### src/rtl/spi_shift_master.sv
module spi_shift_master #(
  parameter int NCS = 4,
  parameter int RW  = 6,
  parameter int LW  = 7
) (
  input  logic        clk,
  input  logic        rst_n,
  input  logic        wr_en,
  input  logic [1:0]  addr,
  input  logic [31:0] wdata,
  output logic [31:0] rdata,
  output logic        sclk,
  output logic        mosi,
  input  logic        miso,
  output logic [NCS-1:0] cs_n
);
  localparam int CSW = $clog2(NCS);
  localparam int HW  = RW + 1;
  localparam int CW  = LW + 1;
  localparam int RATE_LSB = 4;
  localparam int LEN_LSB  = 16;
  localparam int SEL_LSB  = 23;

  logic [63:0]    chain;
  logic           busy, act, cpol, alt, rdf, mq;
  logic [RW-1:0]  rate;
  logic [LW-1:0]  len;
  logic [CSW-1:0] csel;
  logic [HW-1:0]  hcnt;
  logic [CW-1:0]  ecnt;

  wire idle_wr = wr_en && !busy;
  wire [HW-1:0] hlast = {rate, 1'b1};
  wire [CW-1:0] elast = {len, 1'b0};

  always_ff @(posedge clk or negedge rst_n) begin
    if (!rst_n) begin
      chain <= '0; busy <= 1'b0; act <= 1'b0; cpol <= 1'b0; alt <= 1'b0;
      rdf <= 1'b0; mq <= 1'b0; rate <= '0; len <= '0; csel <= '0;
      hcnt <= '0; ecnt <= '0;
    end else begin
      if (idle_wr && addr == 2'd0) begin
        cpol <= wdata[1];
        alt  <= wdata[2];
        rdf  <= wdata[3];
        rate <= wdata[RATE_LSB +: RW];
        len  <= wdata[LEN_LSB +: LW];
        csel <= wdata[SEL_LSB +: CSW];
        if (wdata[0]) begin
          busy <= 1'b1;
          act  <= 1'b0;
          ecnt <= '0;
          hcnt <= {wdata[RATE_LSB +: RW], 1'b1};
        end
      end
      if (idle_wr && addr == 2'd1) chain[63:32] <= wdata;
      if (idle_wr && addr == 2'd2) chain[31:0]  <= wdata;
      if (busy) begin
        if (hcnt != '0) hcnt <= hcnt - 1'b1;
        else begin
          hcnt <= hlast;
          if (ecnt == elast) busy <= 1'b0;
          else begin
            act  <= ~act;
            ecnt <= ecnt + 1'b1;
            if (!act) mq <= miso;
            else chain <= {chain[62:0], mq};
          end
        end
      end
    end
  end

  assign sclk = act ^ cpol;
  assign mosi = chain[63];

  for (genvar i = 0; i < NCS; i++) begin : g_cs
    assign cs_n[i] = !(busy && csel == CSW'(i));
  end

  logic [31:0] ctrl;
  always_comb begin
    ctrl = '0;
    ctrl[31] = busy;
    ctrl[1]  = cpol;
    ctrl[2]  = alt;
    ctrl[3]  = rdf;
    ctrl[RATE_LSB +: RW] = rate;
    ctrl[LEN_LSB +: LW]  = len;
    ctrl[SEL_LSB +: CSW] = csel;
  end

  always_comb begin
    case (addr)
      2'd0:    rdata = ctrl;
      2'd1:    rdata = chain[63:32];
      2'd2:    rdata = chain[31:0];
      default: rdata = '0;
    endcase
  end
endmodule


### config.mk
export PLATFORM = sky130hd
export DESIGN_NAME = spi_shift_master
export DESIGN_NICKNAME = d
export VERILOG_FILES = /design/src/rtl/spi_shift_master.sv
export SDC_FILE = /design/constraint.sdc
export NUM_CORES = 1
export LEC_CHECK = 0
export BUFFER_PORTS_ARGS = -buffer_cell sky130_fd_sc_hd__clkbuf_2
export CAP_MARGIN = 20
export CORE_AREA = 2 2 121 123
export CTS_CLUSTER_SIZE = 20
export DETAILED_ROUTE_END_ITERATION = 7
export DIE_AREA = 0 0 123 125
export PLACE_DENSITY = 0.58
export SKIP_CTS_REPAIR_TIMING = 1
export SLEW_MARGIN = 0
export SYNTH_ARGS = -nofsm -noshare
export SYNTH_HDL_FRONTEND = slang
export SYNTH_SLANG_ARGS = --single-unit
### constraint.sdc
create_clock -name clk -period 1.9 [get_ports clk]
set_input_delay 0.19 -clock clk [delete_from_list [all_inputs] [get_ports clk]]
set_output_delay 0.19 -clock clk [all_outputs]
set_load 0.01 [all_outputs]
[After elaboration in Yosys (flattened, before gate mapping)]
Cells that the tools add are included.
Storage, ports and cells
  register bits: 100
  output and inout bits: 38
Operators by class
  $add $sub $neg: 2
  eq/ne operators: 6
  multiplexer cells: 26
  bitwise gates (word level): 4
  reduce and logical (&&, ||, !) cells: 20
Operators by type and width (count)
  $mux W64: 4
  $pmux W32 S3: 1
  $mux W32: 2
  $mux W8: 5
  $mux W7: 4
  $mux W1: 10
  $add A8 B1 Y8 const B: 1
  $eq A8 B8 Y1: 1
  $logic_and A1 B1 Y1: 8
  $reduce_bool A7 Y1: 1
  $sub A7 B1 Y7 const B: 1
  $eq A2 B2 Y1 const B: 3
  $logic_not A1 Y1: 5
  $eq A2 B1 Y1 const B: 2
  $logic_not A2 Y1: 2
  $reduce_and A4 Y1: 1
  $reduce_bool A2 Y1: 2
  $not A1 Y1: 3
  $reduce_and A2 Y1: 1
  $xor A1 B1 Y1: 1

[Longest topological paths before layout]
Gate-level depths: netlist of the first run.
  depth after elaboration: 8
  mapped depth: 10
  mapped depth without buffers: 7

[Worst setup path after synthesis of the first run]
OpenSTA, ideal clock, no wires.
  path kind: register to register
  start: register hcnt[0]
  end: register chain[37]
  setup time: 0.131 ns
  arrival: 1.760 ns
  slack: 0.009 ns
  cell stages (with the launch flop): 9
  path buffers: 2
  cells stage by stage: dfrtp_1 inv_1 ha_1 nor3b_2 nand3_4 a211oi_2 buf_4 clkbuf_2 o21ai_0
Between the ends
  cells in the longest elaborated chain, start to end: 3
RTL lines
  start: declaration: line 29  | logic [HW-1:0] hcnt;
  start signal: assignment: line 53  | hcnt <= {wdata[RATE_LSB +: RW], 1'b1};
  start signal: assignment: line 59  | if (hcnt != '0) hcnt <= hcnt - 1'b1;
  start signal: assignment: line 61  | hcnt <= hlast;
  $reduce_bool A7 Y1: line 59
  $mux W64: line 59
  $mux W64: line 58  | if (busy) begin
  end signal: assignment: line 56  | if (idle_wr && addr == 2'd1) chain[63:32] <= wdata;
  end signal: assignment: line 67  | else chain <= {chain[62:0], mq};
  end: declaration: line 24  | logic [63:0] chain;
Every way passes these cells.
A chain may end at the register's enable or synchronous reset.

[Final worst setup path of the first run]
  start: register hcnt[1]
  end: register chain[23]
The elaborated chain is that of the path after synthesis.

==> results of run 1 <==
-- routing by layer --
layer | global-route usage | share of wire | wire length (µm) | up-vias
li1 | - | - | - | 2093
met1 | 0.263 | 0.46 | 6910 | 2202
met2 | 0.300 | 0.49 | 7390 | 90
met3 | 0.0438 | 0.041 | 626 | 16
met4 | 0.0421 | 0.013 | 193 | 0
met5 | 0 | 0 | 0 | -
-- final timing paths --
| path | slack, ps | end |
|---|---|---|
| setup reg to reg | 20 | chain[23] |
| hold / removal | 110 | rdf |
| hold reg to reg | 490 | chain[0] |
| setup / recovery | 20 | chain[23] |
| min in group asynchronous | 270 | chain[6] |
| max in group asynchronous | 980 | mq |
-- power groups by stage --
stage	clock network [mW]	registers, mW	logic (mW)
2_1_floorplan	0	3.23	1.17
3_3_place_gp	0	3.38	1.70
3_5_place_dp	0	3.38	1.76
4_1_cts	1.95	3.35	1.76
5_1_grt	2.03	3.55	2.17
6_report	1.91	3.45	1.94
-- cell type report --
class	count	area, µm²	area share
Clock buffer	9	225	0.0310
Inverter	8	30.0	0.00414
Multi-Input combinational cell	386	3020	0.416
Timing Repair Buffer	133	1170	0.162
Clock inverter	7	73.8	0.0102
Tap cell	184	230	0.0317
Sequential cell	100	2500	0.345
-- through the flow --
step                      cells  power (mW)
final                       827        7.30
after global routing        827        7.75
after CTS                   809        7.07
after detailed placement    793        5.15
after global placement      793        5.08
after floorplan             531        4.40
-- synthesized netlist by cell type, types with 3 or more instances --
cell / n
dfrtp_1: 100
mux2i_1: 87
nand2_1: 76
o21ai_0: 67
mux2_2: 20
nand2_2: 20
o21ai_2: 20
buf_2: 15
a22o_1: 13
xor2_1: 10
and3_1: 8
clkbuf_1: 8
inv_1: 8
nand3_1: 8
nor2_1: 7
a21oi_1: 6
buf_4: 6
o21ai_1: 5
and2_1: 3
clkbuf_2: 3
ha_1: 3
nand3b_1: 3
-- kinds of logic (layout without fill, tap and decap cells) --
| logic type | Yosys count | count (layout) | synth area share |
|---|---|---|---|
| simple gates | 140 | 140 | 0.130 |
| fa+ha+maj | 3 | 3 | 0.00683 |
| mux | 107 | 107 | 0.199 |
| flops | 100 | 100 | 0.455 |
| xor+xnor | 12 | 12 | 0.0191 |
| compound gates | 124 | 124 | 0.143 |
| buf+inv | 45 | 157 | 0.0469 |
-- sequential cells by signal, indices dropped and copies added (netlist names) --
name / flops
rate: 6
cpol: 1
alt: 1
rdf: 1
ecnt: 8
hcnt: 7
csel: 2
mq: 1
len: 7
act: 1
busy: 1
chain: 64
==> results.py, run 1 <==
metrics = {
    "synth": {
        "syn_inst": 531,
        "ys_seq_area_frac": 0.455,
        "yosysTopAreaCellShare": 0.455,
        "synth.avg_cell_area_um2": 10.3,
        "syn_nets": 572,
        "synthFlopType": "dfrtp_1",
        "synth_top_area_cell": "dfrtp_1",
        "yosys_warnings": 0,
        "synth_seq_cells": 100,
        "synth_area_um2": 5500,
        "synth-async-reset-ratio": 1.00,
        "synth_edf_count": 0,
        "synth.distinct_cells": 49,
        "ys_top_cells_by_area": "dfrtp_1 46%, mux2i_1 16%, o21ai_0 6.1%",
    },
    "hold_path": {
        "hold_path_depth": 2,
        "min_path_type": "primary input to flip-flop",
        "hold_start": "wdata[3]",
    },
    "power_and_ir_drop": {
        "switching_share": 0.350,
        "internal_power_mw": 4.75,
        "p_comb_frac": 0.266,
        "power_switching_mw": 2.55,
        "p_per_area_nw_per_um2": 1010,
        "vdd_drop_max_v": 0.000634,
        "leakage_nw": 2.97,
        "p_clk_frac": 0.262,
        "seqPwrFrac": 0.473,
    },
    "timing": {
        "worst_pin_slew_ps": 338,
        "hold_viol": 0,
        "layout_worst_path_cycle_share": 0.991,
        "skew_ps": 11.1,
        "fin_crit_ps": 1880,
        "grt_setup_unrepaired": "true",
        "setup_viol_count_final": 0,
        "fmax_mhz": 531,
        "slew_headroom": 0.775,
        "fin_ws_ps": 17.2,
        "timing.hold.ws_ps": 108,
        "maxSlewViolCount": 0,
        "tns_ps": 0,
    },
    "clock_tree": {
        "cts.clk_slew.worst_paths_ps": 70,
        "cts_sinks": 100,
        "clkLatencyLatePin_ps": 360,
        "ctsRootBufferMaster": "clkbuf_16",
        "ctsLongestPathBuffers": 2,
        "cts_buffers": 9,
        "cts_tree": "done",
        "htree_levels": 3,
    },
    "critical_path": {
        "reg2regPathDepth": 10,
        "end_kind": "flip-flop",
        "worstPathMaxFanout": 8,
        "startpoint_type": "flip-flop",
        "crit_buf_inv": 4,
        "cpLargestDelayFamily": "buffers and inverters",
        "required_ps": 2180,
        "cp_common_cell": "clkbuf_16",
        "crit_start": "hcnt[1]",
        "worstPathArrival_ps": 2170,
        "path_class": "flip-flop to flip-flop",
        "cp_cell_sequence": "inv_2 > ha_4 > nor3b_4 > nand3_4 > a211oi_4 > buf_12 > clkbuf_16 > clkbuf_16 > nand2_2 > o21ai_1",
        "worstSetupPathDepth": 10,
        "cp_slowest_stage_delay_ps": 400,
        "worst_path_max_delay_cell": "dfrtp_1",
        "regToRegStartpoint": "hcnt[1]",
    },
    "final_layout": {
        "postLayoutCoreUtil": 0.511,
        "area_delta_synth_final_pct": 32.1,
        "layout_common_cells": "100 x dfrtp_1, 87 x mux2i_1, 74 x clkbuf_2",
        "drive_above_1_share": 0.423,
        "mostFrequentLayoutCell": "dfrtp_1",
        "antennaDiodeCount": 0,
        "nets": 679,
        "fillCellCount": 1288,
        "fin_area_um2": 7260,
    },
    "detailed_routing": {
        "route.detailed.drc": 0,
        "ant_nets": 0,
        "wl_per_cell_um": 18.3,
        "wirelength_um": 15100,
        "vias_per_cell": 5.32,
        "dr.pass1.iters": 4,
        "initialDrtViolationCount": 164,
        "num_vias": 4401,
    },
    "grt": {
        "grt_pass1_vias": 4302,
        "grt_pass1_wl_um": 22700,
        "grt_max_degree": 56,
        "grt_overflow": 0,
        "track_usage": 0.189,
        "antenna_found_initial": 0,
    },
    "floorplan": {
        "die_width_um": 123,
        "fp-row-count": 44,
        "initial_core_util": 0.387,
        "top_level_ports": 76,
        "die_area_um2": 15400,
        "core-area_um2": 14200,
        "die_h_um": 125,
    },
    "placement": {
        "io_buffers": 75,
        "preCtsSetupSlack_ps": -129,
        "globalplace.congestion": 0.829,
        "dpl.hpwl_um": 9950,
        "dpl_cell_area_um2": 6320,
    },
    "run_status": {
        "outcome": "finished, final reports clean",
    },
    "flow_run": {
        "cap_viol_max_count": 0,
    },
}
Note: power is estimated with default switching activity, not from simulation.
==> run 2: changes to the inputs <==
--- a/config.mk
+++ b/config.mk
@@ -11,7 +11,7 @@
 export CTS_CLUSTER_SIZE = 20
 export DETAILED_ROUTE_END_ITERATION = 7
 export DIE_AREA = 0 0 123 125
-export PLACE_DENSITY = 0.58
+export PLACE_DENSITY = 0.56
 export SKIP_CTS_REPAIR_TIMING = 1
 export SLEW_MARGIN = 0
 export SYNTH_ARGS = -nofsm -noshare
==> constraint.sdc (replaced) <==
create_clock -name clk -period 2.3 [get_ports clk]
set_input_delay 0.115 -clock clk [delete_from_list [all_inputs] [get_ports clk]]
set_output_delay 0.115 -clock clk [all_outputs]
set_load 0.01 [all_outputs]
==> run 2 against run 1 <==
Hold slack got worse by 84 ps. Critical path depth fell by 2. Via count fell by 3.3%. Non-clock buffer count fell by 32. Core utilization fell by 5.6 points. Die area did not move. Highest routed layer unchanged.
==> results.py, run 2 (same netlist as run 1, synthesis figures left out) <==
metrics = {
    "hold_path": {
        "min_path_type": "primary input to flip-flop",
    },
    "detailed_routing": {
        "dr.pass1.iters": 7,
        "wl_per_cell_um": 18.0,
        "initialDrtViolationCount": 260,
        "vias_per_cell": 5.36,
        "route.detailed.drc": 0,
        "num_vias": 4255,
        "wirelength_um": 14300,
        "ant_nets": 0,
    },
    "timing": {
        "fmax_mhz": 479,
        "layout_worst_path_cycle_share": 0.907,
        "maxSlewViolCount": 0,
        "setup_viol_count_final": 0,
        "worst_pin_slew_ps": 546,
        "slew_headroom": 0.633,
        "tns_ps": 0,
        "hold_viol": 0,
        "grt_setup_unrepaired": "false",
        "skew_ps": 9.18,
        "fin_crit_ps": 2090,
    },
    "placement": {
        "dpl.hpwl_um": 9640,
        "globalplace.congestion": 0.806,
        "dp.cells": 776,
        "io_buffers": 75,
    },
    "clock_tree": {
        "cts_tree": "done",
        "ctsRootBufferMaster": "clkbuf_16",
        "ctsLongestPathBuffers": 2,
        "cts.clk_slew.worst_paths_ps": 70,
        "cts_buffers": 9,
        "htree_levels": 3,
        "cts_sinks": 100,
        "clkLatencyLatePin_ps": 360,
    },
    "floorplan": {
        "die_area_um2": 15400,
        "top_level_ports": 76,
        "initial_core_util": 0.387,
        "fp-row-count": 44,
        "die_width_um": 123,
        "core-area_um2": 14200,
        "die_h_um": 125,
    },
    "final_layout": {
        "postLayoutCoreUtil": 0.455,
        "reg_top3": "chain (64), ecnt (8)",
        "antennaDiodeCount": 0,
        "nets": 647,
        "largest_reg_flops": 64,
        "layout_common_cells": "100 x dfrtp_1, 87 x mux2i_1, 76 x nand2_1",
        "layoutNonFillerInstCount": 794,
        "mostFrequentLayoutCell": "dfrtp_1",
        "drive_above_1_share": 0.305,
        "area_delta_synth_final_pct": 17.5,
        "regMostFlops": "chain",
    },
    "grt": {
        "grt_max_degree": 65,
        "grt_pass1_wl_um": 22700,
        "grt_pass1_vias": 4237,
        "track_usage": 0.191,
        "antenna_found_initial": 0,
        "grt_overflow": 0,
    },
    "power_and_ir_drop": {
        "p_per_area_nw_per_um2": 873,
        "leakage_nw": 2.61,
        "p_total_mw": 5.63,
        "vdd_drop_max_v": 0.000446,
    },
    "critical_path": {
        "worstPathMaxFanout": 32,
        "path_class": "flip-flop to flip-flop",
        "required_ps": 2530,
        "end_kind": "flip-flop",
        "startpoint_type": "flip-flop",
        "worstPathArrival_ps": 2310,
    },
    "flow_run": {
        "cap_viol_max_count": 0,
    },
    "run_status": {
        "outcome": "finished, final reports clean",
    },
}
[run 2: area by class of cell]
cell class,instances,area [µm²]
repair buffers,101,654
clock inverters,4,23.8
clock buffers,11,253
fillers,1362,7750
well taps,184,230
multi-input cells,386,2760
flip-flops and latches,100,2500
inverters,8,30.0
[run 2: worst paths after layout]
kind / start / endpoint / slack [ps] / cells after the start
max in group asynchronous: rst_n / chain[51] / 1240 / 3
min reg2reg: mq / chain[0] / 500 / 2
min: wdata[24] / csel[1] / 20 / 2
max: hcnt[0] / chain[34] / 210 / 8
min in group asynchronous: rst_n / rdf / 280 / 2
max reg2reg: hcnt[0] / chain[34] / 210 / 8
[run 2: per-stage QoR]
stage                     setup WS, ps  instance area, µm²  hold WS (ps)
final                              213                6460          24.2
after CTS                         54.7                6400          -258
after global placement             178                6120           117
after floorplan                    409                5500          -181
after detailed placement          88.8                6120           124
after global routing              71.6                6460          22.8
[run 2: worst max-delay path, stage by stage, from the launching register on]
cell and delay [ps]:
dfrtp_1 420, inv_1 100, ha_1 220, nor3b_4 300, nand3_4 130, a211oi_4 220, buf_12 160, buf_8 270
o21ai_0 130
[run 2: metal layers]
| layer | global-route usage | vias to the layer above | wire (µm) |
|---|---|---|---|
| met5 | 0 | - | 0 |
| met1 | 0.269 | 2101 | 6830 |
| met3 | 0.0443 | 12 | 645 |
| li1 | - | 2027 | - |
| met2 | 0.297 | 115 | 6630 |
| met4 | 0.0515 | 0 | 150 |
[run 2: power breakdown]
part           total [mW]  switching (mW)  internal, mW
logic                1.37           0.704         0.663
clock network        1.47           0.684         0.786
registers            2.80           0.530          2.27
total                5.63            1.92          3.72
